### config.mk
export PLATFORM = sky130hd
export DESIGN_NAME = flash_rdpath
export DESIGN_NICKNAME = d
export VERILOG_FILES = /design/src/rtl/flash_rdpath_pkg.sv /design/src/rtl/flash_rd_toggle.sv /design/src/rtl/flash_rd_id.sv /design/src/rtl/flash_rd_status.sv /design/src/rtl/flash_rdpath.sv
export SDC_FILE = /design/constraint.sdc
export NUM_CORES = 1
export LEC_CHECK = 0
export BUFFER_PORTS_ARGS = -buffer_cell sky130_fd_sc_hd__buf_2
export CAP_MARGIN = 25
export CORE_MARGIN = 10
export CORE_UTILIZATION = 36
export CTS_BUF_LIST = sky130_fd_sc_hd__clkbuf_8
export CTS_CLUSTER_DIAMETER = 40
export DETAILED_ROUTE_END_ITERATION = 7
export PLACE_DENSITY_LB_ADDON = 0.12
export SLEW_MARGIN = 10
export SYNTH_ARGS = -nofsm -noshare
export SYNTH_HDL_FRONTEND = slang
export SYNTH_SLANG_ARGS = --single-unit
### constraint.sdc
create_clock -name clk -period 0.9 [get_ports clk]
set_clock_uncertainty 0.15 [all_clocks]
set_input_delay 0.18 -clock clk [delete_from_list [all_inputs] [get_ports clk]]
set_output_delay 0.18 -clock clk [all_outputs]
set_load 0.02 [all_outputs]
### src/rtl/flash_rdpath_pkg.sv
package flash_rdpath_pkg;

  typedef enum logic [1:0] {
    SRC_ARRAY  = 2'd0,
    SRC_STATUS = 2'd1,
    SRC_ID     = 2'd2
  } rd_src_e;

  localparam logic [7:0] MAKER_CODE = 8'h1F;
  localparam logic [5:0] DEV_PREFIX = 6'b100001;

  // Low byte of the busy status word: bit7 poll flag, bit6 toggle, rest zero.
  function automatic logic [7:0] status_byte(input logic erase,
                                             input logic last_b7,
                                             input logic tgl);
    logic poll;
    poll = erase ? 1'b0 : ~last_b7;
    return {poll, tgl, 6'b000000};
  endfunction

  // Low byte of an identification word for a decoded low address index.
  function automatic logic [7:0] id_byte(input logic       in_map,
                                         input logic [1:0] idx,
                                         input logic       locked,
                                         input logic [1:0] dev_lsb);
    logic [7:0] b;
    b = 8'h00;
    if (in_map) begin
      case (idx)
        2'd0:    b = MAKER_CODE;
        2'd1:    b = {DEV_PREFIX, dev_lsb};
        2'd2:    b = {7'b0000000, locked};
        default: b = 8'h00;
      endcase
    end
    return b;
  endfunction

endpackage

### src/rtl/flash_rd_toggle.sv
module flash_rd_toggle (
  input  logic clk,
  input  logic rst_n,
  input  logic busy,
  input  logic rd_stb,
  output logic tgl_q
);

  logic tgl_adv;
  assign tgl_adv = busy & rd_stb;

  always_ff @(posedge clk or negedge rst_n) begin
    if (!rst_n)        tgl_q <= 1'b0;
    else if (!busy)    tgl_q <= 1'b0;
    else if (tgl_adv)  tgl_q <= ~tgl_q;
  end

  p_tgl_flip_r2: assert property (@(posedge clk) disable iff (!rst_n)
    tgl_adv |=> (tgl_q != $past(tgl_q)));

  p_tgl_hold_r3: assert property (@(posedge clk) disable iff (!rst_n)
    (busy && !rd_stb) |=> $stable(tgl_q));

  p_tgl_idle_r4: assert property (@(posedge clk) disable iff (!rst_n)
    !busy |=> !tgl_q);

endmodule

### src/rtl/flash_rd_id.sv
module flash_rd_id #(
  parameter int          AW      = 15,
  parameter logic [1:0]  DEV_LSB = 2'b00
) (
  input  logic [AW-1:0] addr,
  input  logic          locked,
  output logic [7:0]    id_low
);
  import flash_rdpath_pkg::*;

  localparam int IDX_W = (AW >= 2) ? 2 : 1;

  logic       upper_zero;
  logic [1:0] idx;

  generate
    if (AW > 2) begin : g_wide
      assign upper_zero = ~|addr[AW-1:2];
      assign idx        = addr[1:0];
    end else if (AW == 2) begin : g_two
      assign upper_zero = 1'b1;
      assign idx        = addr[1:0];
    end else begin : g_one
      assign upper_zero = 1'b1;
      assign idx        = {1'b0, addr[0]};
    end
  endgenerate

  logic in_map;
  assign in_map = upper_zero && (idx != 2'd3) && (IDX_W > 0);
  assign id_low = id_byte(in_map, idx, locked, DEV_LSB);

endmodule

### src/rtl/flash_rd_status.sv
module flash_rd_status (
  input  logic       erase,
  input  logic       last_b7,
  input  logic       tgl,
  output logic [7:0] status_low
);
  import flash_rdpath_pkg::*;

  assign status_low = status_byte(erase, last_b7, tgl);

endmodule

### src/rtl/flash_rdpath.sv
module flash_rdpath #(
  parameter int         AW      = 15,
  parameter int         DW      = 16,
  parameter logic [1:0] DEV_LSB = 2'b00
) (
  input  logic          clk,
  input  logic          rst_n,
  input  logic          rd_stb,
  input  logic [AW-1:0] rd_addr,
  input  logic [DW-1:0] arr_data,
  input  logic          op_busy,
  input  logic          op_erase,
  input  logic [DW-1:0] last_data,
  input  logic          id_mode,
  input  logic          boot_locked,
  output logic [DW-1:0] rd_data,
  output logic          rd_valid
);
  import flash_rdpath_pkg::*;

  localparam int PAD_W = DW - 8;

  // Named read events for assertions.
  logic rd_status_ev, rd_id_ev, rd_array_ev;
  assign rd_status_ev = rd_stb & op_busy;
  assign rd_id_ev     = rd_stb & ~op_busy & id_mode;
  assign rd_array_ev  = rd_stb & ~op_busy & ~id_mode;

  logic       tgl;
  logic [7:0] status_low, id_low;

  flash_rd_toggle u_tgl (
    .clk   (clk),
    .rst_n (rst_n),
    .busy  (op_busy),
    .rd_stb(rd_stb),
    .tgl_q (tgl)
  );

  flash_rd_status u_stat (
    .erase     (op_erase),
    .last_b7   (last_data[7]),
    .tgl       (tgl),
    .status_low(status_low)
  );

  flash_rd_id #(.AW(AW), .DEV_LSB(DEV_LSB)) u_id (
    .addr  (rd_addr),
    .locked(boot_locked),
    .id_low(id_low)
  );

  rd_src_e       src;
  logic [DW-1:0] next_word;

  always_comb begin
    if (op_busy)      src = SRC_STATUS;
    else if (id_mode) src = SRC_ID;
    else              src = SRC_ARRAY;
    case (src)
      SRC_STATUS: next_word = {{PAD_W{1'b0}}, status_low};
      SRC_ID:     next_word = {{PAD_W{1'b0}}, id_low};
      default:    next_word = arr_data;
    endcase
  end

  always_ff @(posedge clk or negedge rst_n) begin
    if (!rst_n) begin
      rd_data  <= '0;
      rd_valid <= 1'b0;
    end else begin
      rd_valid <= rd_stb;
      if (rd_stb) rd_data <= next_word;
    end
  end

  p_poll_b7_r1: assert property (@(posedge clk) disable iff (!rst_n)
    (rd_status_ev && !op_erase) |=> (rd_data[7] == !$past(last_data[7])));

  p_erase_b7_r8: assert property (@(posedge clk) disable iff (!rst_n)
    (rd_status_ev && op_erase) |=> !rd_data[7]);

  p_array_pass_r4: assert property (@(posedge clk) disable iff (!rst_n)
    rd_array_ev |=> (rd_data == $past(arr_data)));

  p_upper_zero_r9: assert property (@(posedge clk) disable iff (!rst_n)
    (rd_status_ev || rd_id_ev) |=> (rd_data[DW-1:8] == '0));

  p_status_low_zero_r9: assert property (@(posedge clk) disable iff (!rst_n)
    rd_status_ev |=> (rd_data[5:0] == 6'd0));

  p_maker_r5: assert property (@(posedge clk) disable iff (!rst_n)
    (rd_id_ev && rd_addr == '0) |=> (rd_data == DW'(8'h1F)));

  p_valid_pulse_r11: assert property (@(posedge clk) disable iff (!rst_n)
    rd_stb |=> rd_valid);

  p_hold_r11: assert property (@(posedge clk) disable iff (!rst_n)
    !rd_stb |=> (!rd_valid && $stable(rd_data)));

endmodule

==> results.txt, run 1 <==
Status = complete, but fails checks
Failing checks = hold timing, setup timing
CP top delay family = flip-flops
Die area = 4791 um2
Yosys synthesis warning count = 0
Top post-synthesis cells by count = 18 x dfrtp_1, 10 x o21ai_1, 9 x inv_1, 9 x nand2_1, 7 x a21oi_1
Crit. End Element = output pin
Tot GR Track Use = 0.1241
Fin. Hold Viols = 5
Drt initial violations = 28
F_max = 895.8 MHz
Initial antenna violation count = 0
EDFF count, synth = 0
Min Tclk post-route = 1116 ps
Sink Count = 18
CP arrival = 790 ps
Synth unique cells = 22
DP HPWL = 2.125 mm
WL/cell = 16.51 um
Mux contribution to synthesized area = 0
Worst-path fanout max = 2
Drt drc = 0
FFs w/ async S/R, synth = 1.000
Synth Flop Type = dfrtp_1
Clk Latency, worst-skew pair = 250 ps
Total iterations of the first detailed-routing run = 4
First-pass GRT wire length = 4.926 mm
Pwr dens = 1275 nW/um2
Vias = 845
Top-area cell type share of the netlist area = 0.5165
Most common cell in the netlist = dfrtp_1
TritonCTS clock tree = built
Die W = 69.22 um
Tcrit/Tclk final = 1.240
Max-cap violation count = 0
Num CTS Buffers = 3
P&R area growth vs syn = 74.89%
Buffers on Ports = 55
# IOs = 71
Compound-Gate Fraction of Synth Area = 0.1578
Worst slew margin = 0.8225
Synth Area in XOR/XNOR = 0.01004
Nets = 204
Die height = 69.22 um
Final Non-Filler Cells = 176
Worst-path clk slew = 60 ps
Post-synth top area cell = dfrtp_1
Pre-CTS worst setup slack = -467.6 ps
Max-slew violation count = 0
Max incr delay on CP = 400 ps
Post-layout instance area = 1525 um2
Final setup margin = -216.3 ps
Syn Nets = 136
Path category of the worst min-delay check = input pin to flop
Synth area leaders = dfrtp_1 52%, nor4_4 7.3%, o21ai_1 5.7%
Syn_area_per_cell = 10.64 um2
Core box area = 2255 um2
Gate Count Post-Synth = 82
Netlist Area Pre-Place = 872.1 um2
Largest net degree at the start of global routing = 19
Hold-fix buffers at CTS = 1
RSZ-0062 raised after global routing = true
Crit path buf inv count = 1
Cell chain of the critical path = buf_6
GPL Wtd Cong = 0.7006
Initial core utilization = 0.3868
Grt ovf = 0
Sequential area share after synthesis = 0.5165
Synth Register Bits = 18
CP startpoint kind = flop
Final WL = 2.906 mm
Htree depth = 1
Peak supply drop = 1.397 mV
Simple-gate share of the synthesized area = 0.2611
Placed cell area = 1219 um2
# setup viols final = 24
Root Buffer = clkbuf_8
Post-synthesis adder-cell area fraction = 0
Row cnt = 17
Hold slack = -11.15 ps
Crit Path Category = flop to output pin
Share of cells above drive strength 1 = 0.6622
Critical Path RT = 570 ps
DP Cell Count = 166
LEAKAGE = 0.0007397 uW
# diodes = 0
Largest family of logic cells by synthesized area = simple AND/OR/NAND/NOR gates
Drt via density = 4.801
Critical path's slowest cell = dfrtp_1
Worst slew pin tran = 264.3 ps
Number of global-route vias before repair = 1,009
Post-route ant nets = 0
Bufs on Longest Clock Path = 2
## layout by cell type, fill, tap and decap left out
master,count
clkbuf_8,3
nor2b_1,5
or3b_1,2
inv_1,8
nand4_4,1
clkbuf_4,1
nand2b_1,1
o21ai_2,6
buf_6,21
nand2_2,8
nor3b_2,1
nor4_4,3
o31ai_2,4
xor2_1,1
dlygate4sd3_1,1
and2_4,1
o21ai_1,5
buf_8,2
a31o_1,1
nor3b_4,1
nor2b_2,1
inv_2,1
a21oi_1,5
dfrtp_1,18
buf_4,7
nor2_1,2
a21oi_2,2
and4bb_1,1
buf_2,34
nand2_4,1
## cells by family after synthesis
logic type	count (synthesis)
AOI/OAI and AO/OA	23
buffers and inverters	12
DFF	18
and+or+nand+nor	28
xor gates and xnor gates	1
## layer usage
metal | wire length [um] | vias to the layer above | GRT usage
met5 | 0 | - | 0
met4 | 10 | 0 | 0.01330
met3 | 202 | 2 | 0.05991
met2 | 1726 | 26 | 0.2440
met1 | 966 | 402 | 0.1136
li1 | - | 415 | -
## flip-flops by register name, summed over array words and instances (netlist names)
| name | cells |
|---|---|
| rd_data | 16 |
| u_tgl.tgl_q | 1 |
| rd_valid | 1 |
## power breakdown
part           total, uW  leakage [uW]  switching [uW]  internal [uW]
Combinational        500      0.000481             239            261
Clock                545     0.0000216             248            297
Sequential           899      0.000237            38.1            861
Total               1940      0.000740             525           1420
## worst paths after layout
check	start	end	slack, ps	cells past startpoint
setup / recovery	rd_data[0]	rd_data[0]	-220	1
hold / removal	arr_data[8]	rd_data[8]	-10	3
setup reg to reg	rd_data[3]	rd_data[3]	-140	3
hold reg to reg	rd_data[11]	rd_data[11]	390	2
max in group asynchronous	rst_n	u_tgl.tgl_q	180	2
min in group asynchronous	rst_n	rd_data[8]	210	2
## timing repair
item	CTS	global route
endpoints found under the setup margin	33	52
hold endpoints to repair	22	5
pin swaps	4	4
buffers inserted	3	4
gates resized for setup	52	16
gates cloned	1	0
## through the flow
step | total power (uW) | TNS, ps | utilization
after floorplan | 1070 | -1016 | -
after global placement | 1269 | -4668 | 0.5405
after detailed placement | 1282 | -5329 | 0.5405
after CTS | 1942 | -4352 | 0.6587
after global routing | 2053 | -5221 | 0.6765
final | 1944 | -4129 | 0.6765
## layout make-up
class / count / area [um2]
Sequential cell: 18 / 450.4
Tap cell: 28 / 35.03
Fill cell: 188 / 729.5
Timing Repair Buffer: 66 / 506.7
Inverter: 9 / 33.78
Clock buffer: 3 / 41.29
Multi-Input combinational cell: 52 / 457.9
Note: power is estimated with default switching activity, not from simulation.
==> inputs of run 2 (changes only) <==
Settings changed: SETUP_SLACK_MARGIN set to 0.2.
==> run 2 against run 1 <==
Net effect: the run still ends with hold timing, setup timing left; fmax shrank 1.4%; clock-buffer cell count increased by 1; clock power is 18% higher; critical endpoint is now rd_data[7].
==> results.txt, run 2 (synthesized netlist as in run 1, its figures left out) <==
Worst slew pin tran = 400.3 ps (was 264.3 ps)
CP startpoint kind = flop (unchanged)
Crit path buf inv count = 1 (unchanged)
Min Tclk post-route = 1132 ps (was 1116 ps)
Finished Core Util = 0.7159 (was 0.6765)
CP top delay family = flip-flops (unchanged)
Number of global-route vias before repair = 911 (was 1,009)
Worst-path fanout max = 2 (unchanged)
Drt initial violations = 20 (was 28)
Root Buffer = clkbuf_8 (unchanged)
Tot GR Track Use = 0.1144 (was 0.1241)
Cell chain of the critical path = buf_6 (unchanged)
Max-slew violation count = 0 (unchanged)
Post-route ant nets = 0 (unchanged)
Comb pwr share = 0.253 (was 0.257)
Final WL = 2.794 mm (was 2.906 mm)
Die area = 4791 um2 (unchanged)
Sw Share = 0.2615 (was 0.2700)
Post-Route Setup TNS = -4609 ps (was -4129 ps)
DP HPWL = 2.025 mm (was 2.125 mm)
Multi-input gate area = 484.2 um2 (was 457.9 um2)
Worst slew margin = 0.7331 (was 0.8225)
F_max = 883.5 MHz (was 895.8 MHz)
LEAKAGE = 0.0007732 uW (was 0.0007397 uW)
Critical path's slowest cell = dfrtp_2 (was dfrtp_1)
Bufs on Longest Clock Path = 2 (unchanged)
Initial antenna violation count = 0 (unchanged)
NetSw = 542.6 uW (was 524.9 uW)
Commonest cells after routing, fill and taps aside = 32 x buf_2, 25 x buf_6, 11 x dfrtp_2 (was 34 x buf_2, 21 x buf_6, 18 x dfrtp_1)
Total iterations of the first detailed-routing run = 5 (was 4)
Grt ovf = 0 (unchanged)
Most common cell after layout, fill and taps aside = buf_2 (unchanged)
Met3 wire len = 185 um (was 202 um)
CP arrival = 800 ps (was 790 ps)
Register area = 464.2 um2 (was 450.4 um2)
GPL Wtd Cong = 0.7384 (was 0.7006)
Biggest regs = rd_data: 16 flops, rd_valid: 1 flops, u_tgl.tgl_q: 1 flops (unchanged)
Crit. End Element = output pin (unchanged)
Status = complete, but fails checks (unchanged)
Path category of the worst min-delay check = input pin to asynchronous set/reset pin (was input pin to flop)
Sequential power share = 0.436 (was 0.463)
Row cnt = 17 (unchanged)
Buffers on Ports = 55 (unchanged)
Fin. Hold Viols = 19 (was 5)
# diodes = 0 (unchanged)
Failing checks = hold timing, setup timing (unchanged)
Max-cap violation count = 0 (unchanged)
Nets = 203 (was 204)
Num CTS Buffers = 3 (unchanged)
Peak supply drop = 0.8633 mV (was 1.397 mV)
Sink Count = 18 (unchanged)
Final setup margin = -231.9 ps (was -216.3 ps)
Largest net degree at the start of global routing = 21 (was 19)
Crit Path Category = flop to output pin (unchanged)
Initial core utilization = 0.3868 (unchanged)
First-pass GRT wire length = 4.671 mm (was 4.926 mm)
Met2 routed WL = 1.411 mm (was 1.726 mm)
Post-layout instance area = 1614 um2 (was 1525 um2)
Hold slack = -299.9 ps (was -11.15 ps)
# IOs = 71 (unchanged)
Pwr dens = 1286 nW/um2 (was 1275 nW/um2)
Worst-path clk slew = 70 ps (was 60 ps)
Htree depth = 1 (unchanged)
Die W = 69.22 um (unchanged)
Drt drc = 0 (unchanged)
Share of cells above drive strength 1 = 0.7297 (was 0.6622)
Vias = 819 (was 845)
Drt via density = 4.653 (was 4.801)
Max Used Layer = met4 (unchanged)
Max incr delay on CP = 420 ps (was 400 ps)
# setup viols final = 33 (was 24)
Tcrit/Tclk final = 1.258 (was 1.240)
Clk pwr share = 0.311 (was 0.280)
P&R area growth vs syn = 85.08% (was 74.89%)
Die height = 69.22 um (unchanged)
Pwr Total = 2075 uW (was 1944 uW)
Critical Path RT = 570 ps (about the same)
Internal Power = 1533 uW (was 1419 uW)
WL/cell = 15.88 um (was 16.51 um)
RSZ-0062 raised after global routing = true (unchanged)
TritonCTS clock tree = built (unchanged)
Core box area = 2255 um2 (unchanged)
Clk Latency, worst-skew pair = 240 ps (was 250 ps)
Placed cell area = 1225 um2 (was 1219 um2)
Biggest register = rd_data (unchanged)
Met1 Routed Length = 1.189 mm (was 966 um)
Max FFs per register = 16 (unchanged)
Filler Cell Count = 161 (was 188)
run 2: cell types whose count changed in the layout (fill, tap and decap cells not counted), sizes merged:
cell         change
buf              +1
dlygate4sd3      -1
run 2: final timing paths:
check                                   from     endpoint  slack, ps  depth (start not counted)
worst max-delay path              rd_data[7]   rd_data[7]       -230                          1
worst min-delay path                   rst_n   rd_data[2]       -300                          1
worst max register to register    rd_data[0]   rd_data[0]       -140                          3
worst min register to register    rd_data[9]   rd_data[9]        390                          2
max in group asynchronous              rst_n   rd_data[5]        590                          1
min in group clk                arr_data[10]  rd_data[10]          0                          3
run 2: metrics by stage:
step / cells / setup WS [ps]
3_3_place_gp: 165 / -367.7
6_report: 176 / -231.9
5_1_grt: 176 / -261.9
3_5_place_dp: 165 / -433.9
2_1_floorplan: 82 / -196.9
4_1_cts: 174 / -243.3
run 2: timing repair:
item	in CTS	in global routing
cloned	1	0
pin swaps	5	3
gates resized for setup	57	16
hold endpoints to repair	21	21
setup buffers	4	2
setup endpoints to repair	34	34
run 2: power by group through the flow:
stage / clock network [uW] / registers, uW / logic (uW)
floorplan: 0 / 967 / 113
global placement: 0 / 903 / 369
detailed placement: 0 / 905 / 378
CTS: 673 / 902 / 492
global route: 719 / 911 / 566
finish: 645 / 905 / 525
run 2: layer usage:
layer  global-route usage  vias up
li1                     -      409
met1               0.1395      375
met2               0.1845       33
met3              0.04280        2
met4              0.02661        0
met5                    0        -
run 2: layout make-up:
type	count	share of cell area
Timing Repair Buffer	65	0.3357
Multi-Input combinational cell	52	0.3000
Sequential cell	18	0.2876
Clock buffer	4	0.03411
Tap cell	28	0.02171
Inverter	9	0.02093
==> inputs of run 3 (changes only) <==
Settings changed: CORE_MARGIN 10 to not set.
==> run 3 against run 2 <==
Net effect: the run still ends with hold timing, setup timing left; clock-buffer cell count fell by 1; fmax is 0.74% higher; wire length decreased by 21%; core utilization shrank 0.72 points; worst hold slack gained 0.66 ps; global-route usage rose by 6.6 points; sequential share of layout area grew 0.29 points; first-iteration DRC count down 80%; clock power is 14% lower; critical path type unchanged; critical endpoint is now rd_data[6].
==> results.txt, run 3 (synthesized netlist as in run 1, its figures left out) <==
Status = complete, but fails checks (unchanged)
Failing checks = hold timing, setup timing (unchanged)
Final setup margin = -223.6 ps (was -231.9 ps)
Filler Cell Count = 180 (was 161)
Biggest regs = rd_data: 16 flops, rd_valid: 1 flops, u_tgl.tgl_q: 1 flops (unchanged)
Crit Path Category = flop to output pin (unchanged)
CP arrival = 790 ps (was 800 ps)
Final WL = 2.221 mm (was 2.794 mm)
# diodes = 0 (unchanged)
GPL Wtd Cong = 0.6674 (was 0.7384)
LEAKAGE = 0.0007869 uW (was 0.0007732 uW)
Share of cells above drive strength 1 = 0.7230 (was 0.7297)
Commonest cells after routing, fill and taps aside = 34 x buf_2, 23 x buf_6, 11 x dfrtp_2 (was 32 x buf_2, 25 x buf_6, 11 x dfrtp_2)
Nets = 203 (unchanged)
Peak supply drop = 0.7386 mV (was 0.8633 mV)
Bufs on Longest Clock Path = 2 (unchanged)
Most common cell after layout, fill and taps aside = buf_2 (unchanged)
Row cnt = 17 (unchanged)
Finished Core Util = 0.7087 (was 0.7159)
Die area = 2623 um2 (was 4791 um2)
Number of global-route vias before repair = 815 (was 911)
DP Cell Count = 166 (was 165)
Min Tclk post-route = 1124 ps (was 1132 ps)
Multi-input gate area = 490.5 um2 (was 484.2 um2)
Hold slack = -299.2 ps (was -299.9 ps)
TritonCTS clock tree = built (unchanged)
DP HPWL = 1.415 mm (was 2.025 mm)
Root Buffer = clkbuf_8 (unchanged)
Drt drc = 0 (unchanged)
Max incr delay on CP = 420 ps (about the same)
Post-route ant nets = 0 (unchanged)
Internal Power = 1440 uW (was 1533 uW)
Max-cap violation count = 0 (unchanged)
Critical Path RT = 570 ps (about the same)
R2R Path Start = rd_data[1] (was rd_data[0])
Max FFs per register = 16 (unchanged)
Htree depth = 1 (unchanged)
CP top delay family = flip-flops (unchanged)
CP startpoint kind = flop (unchanged)
RSZ-0062 raised after global routing = true (unchanged)
Crit. End Element = output pin (unchanged)
Initial antenna violation count = 0 (unchanged)
Final Non-Filler Cells = 176 (unchanged)
WL/cell = 12.62 um (was 15.88 um)
Vias = 837 (was 819)
Die W = 51.22 um (was 69.22 um)
Worst slew pin tran = 397.8 ps (was 400.3 ps)
Core box area = 2255 um2 (unchanged)
Sequential power share = 0.459 (was 0.436)
Biggest register = rd_data (unchanged)
R2r endpoint = rd_data[1] (was rd_data[0])
Num CTS Buffers = 3 (unchanged)
Cell chain of the critical path = buf_6 (unchanged)
Initial core utilization = 0.3868 (unchanged)
Grt ovf = 0 (unchanged)
Sw Share = 0.2696 (was 0.2615)
Tot GR Track Use = 0.1802 (was 0.1144)
Worst slew margin = 0.7348 (was 0.7331)
Max-slew violation count = 0 (unchanged)
CP Depth = 1 (unchanged)
# setup viols final = 33 (unchanged)
Register area = 464.2 um2 (unchanged)
Path category of the worst min-delay check = input pin to asynchronous set/reset pin (unchanged)
Critical path's slowest cell = dfrtp_2 (unchanged)
P&R area growth vs syn = 83.21% (was 85.08%)
Comb pwr share = 0.261 (was 0.253)
Pwr dens = 1234 nW/um2 (was 1286 nW/um2)
Tcrit/Tclk final = 1.248 (was 1.258)
Crit path buf inv count = 1 (unchanged)
Sink Count = 18 (unchanged)
NetSw = 531.6 uW (was 542.6 uW)
Worst-path fanout max = 2 (unchanged)
Flop-to-flop setup slack = -150 ps (was -140 ps)
Reg2Reg Depth = 3 (unchanged)
Largest net degree at the start of global routing = 21 (unchanged)
Fin. Hold Viols = 23 (was 19)
Clk Latency, worst-skew pair = 250 ps (was 240 ps)
Drt via density = 4.756 (was 4.653)
Drt initial violations = 4 (was 20)
# IOs = 71 (unchanged)
Total iterations of the first detailed-routing run = 2 (was 5)
Clk pwr share = 0.280 (was 0.311)
Die height = 51.22 um (was 69.22 um)
F_max = 890.0 MHz (was 883.5 MHz)
First-pass GRT wire length = 3.484 mm (was 4.671 mm)
Buffers on Ports = 55 (unchanged)
Worst-path clk slew = 60 ps (was 70 ps)
## run 3: cell count changes in the layout (fill, tap and decap cells not counted), moves of 2 or more
cell | previous run | this run
nand2_2 | 4 | 1
nand2_4 | 5 | 8
o21ai_1 | 5 | 2
o21ai_2 | 6 | 9
buf_2 | 32 | 34
buf_6 | 25 | 23
## run 3: worst max path at each step
stage                          start    endpoint  slack, ps
after global placement    rd_addr[3]  rd_data[0]       -370
after floorplan           rd_addr[3]  rd_data[0]       -200
final                     rd_data[6]  rd_data[6]       -220
after global routing      rd_data[0]  rd_data[0]       -250
after detailed placement  rd_addr[3]  rd_data[3]       -430
after CTS                 rd_data[8]  rd_data[8]       -230
## run 3: power groups by stage
stage          registers, uW  clock network [uW]  logic [uW]
5_1_grt                  909                 610         553
2_1_floorplan            967                   0         113
6_report                 905                 553         514
3_3_place_gp             905                   0         365
3_5_place_dp             905                   0         371
4_1_cts                  904                 575         476
## run 3: layout make-up
class	count	area share
timing repair buffer	65	0.3312
multi-input combinational	52	0.3070
sequential	18	0.2905
clock buffer	3	0.02584
tap	28	0.02193
inverter	9	0.02114
clock inverter	1	0.002349
## run 3: per-layer routing
layer	vias up	wire [um]	track usage
met5	-	0	0
met1	391	910	0.2328
met4	0	8	0.05405
li1	412	-	-
met2	32	1203	0.3026
met3	2	98	0.03571
## run 3: per-stage QoR
stage | setup WS, ps | area, um2 | TNS (ps) | total power (uW)
after floorplan | -196.9 | 907.1 | -1055 | 1080
after global placement | -368.9 | 1232 | -4730 | 1270
after detailed placement | -425.1 | 1232 | -5035 | 1276
after CTS | -225.6 | 1506 | -4513 | 1955
after global routing | -246.7 | 1598 | -5783 | 2072
final | -223.6 | 1598 | -4570 | 1972
## run 3: repair_timing
action                     4_1_cts  5_1_grt
gates cloned                     1        0
hold endpoints to repair        25       23
setup buffers                    3        2
setup endpoints to repair       34       34
pin swaps                        5        5
gates resized for setup         55       17
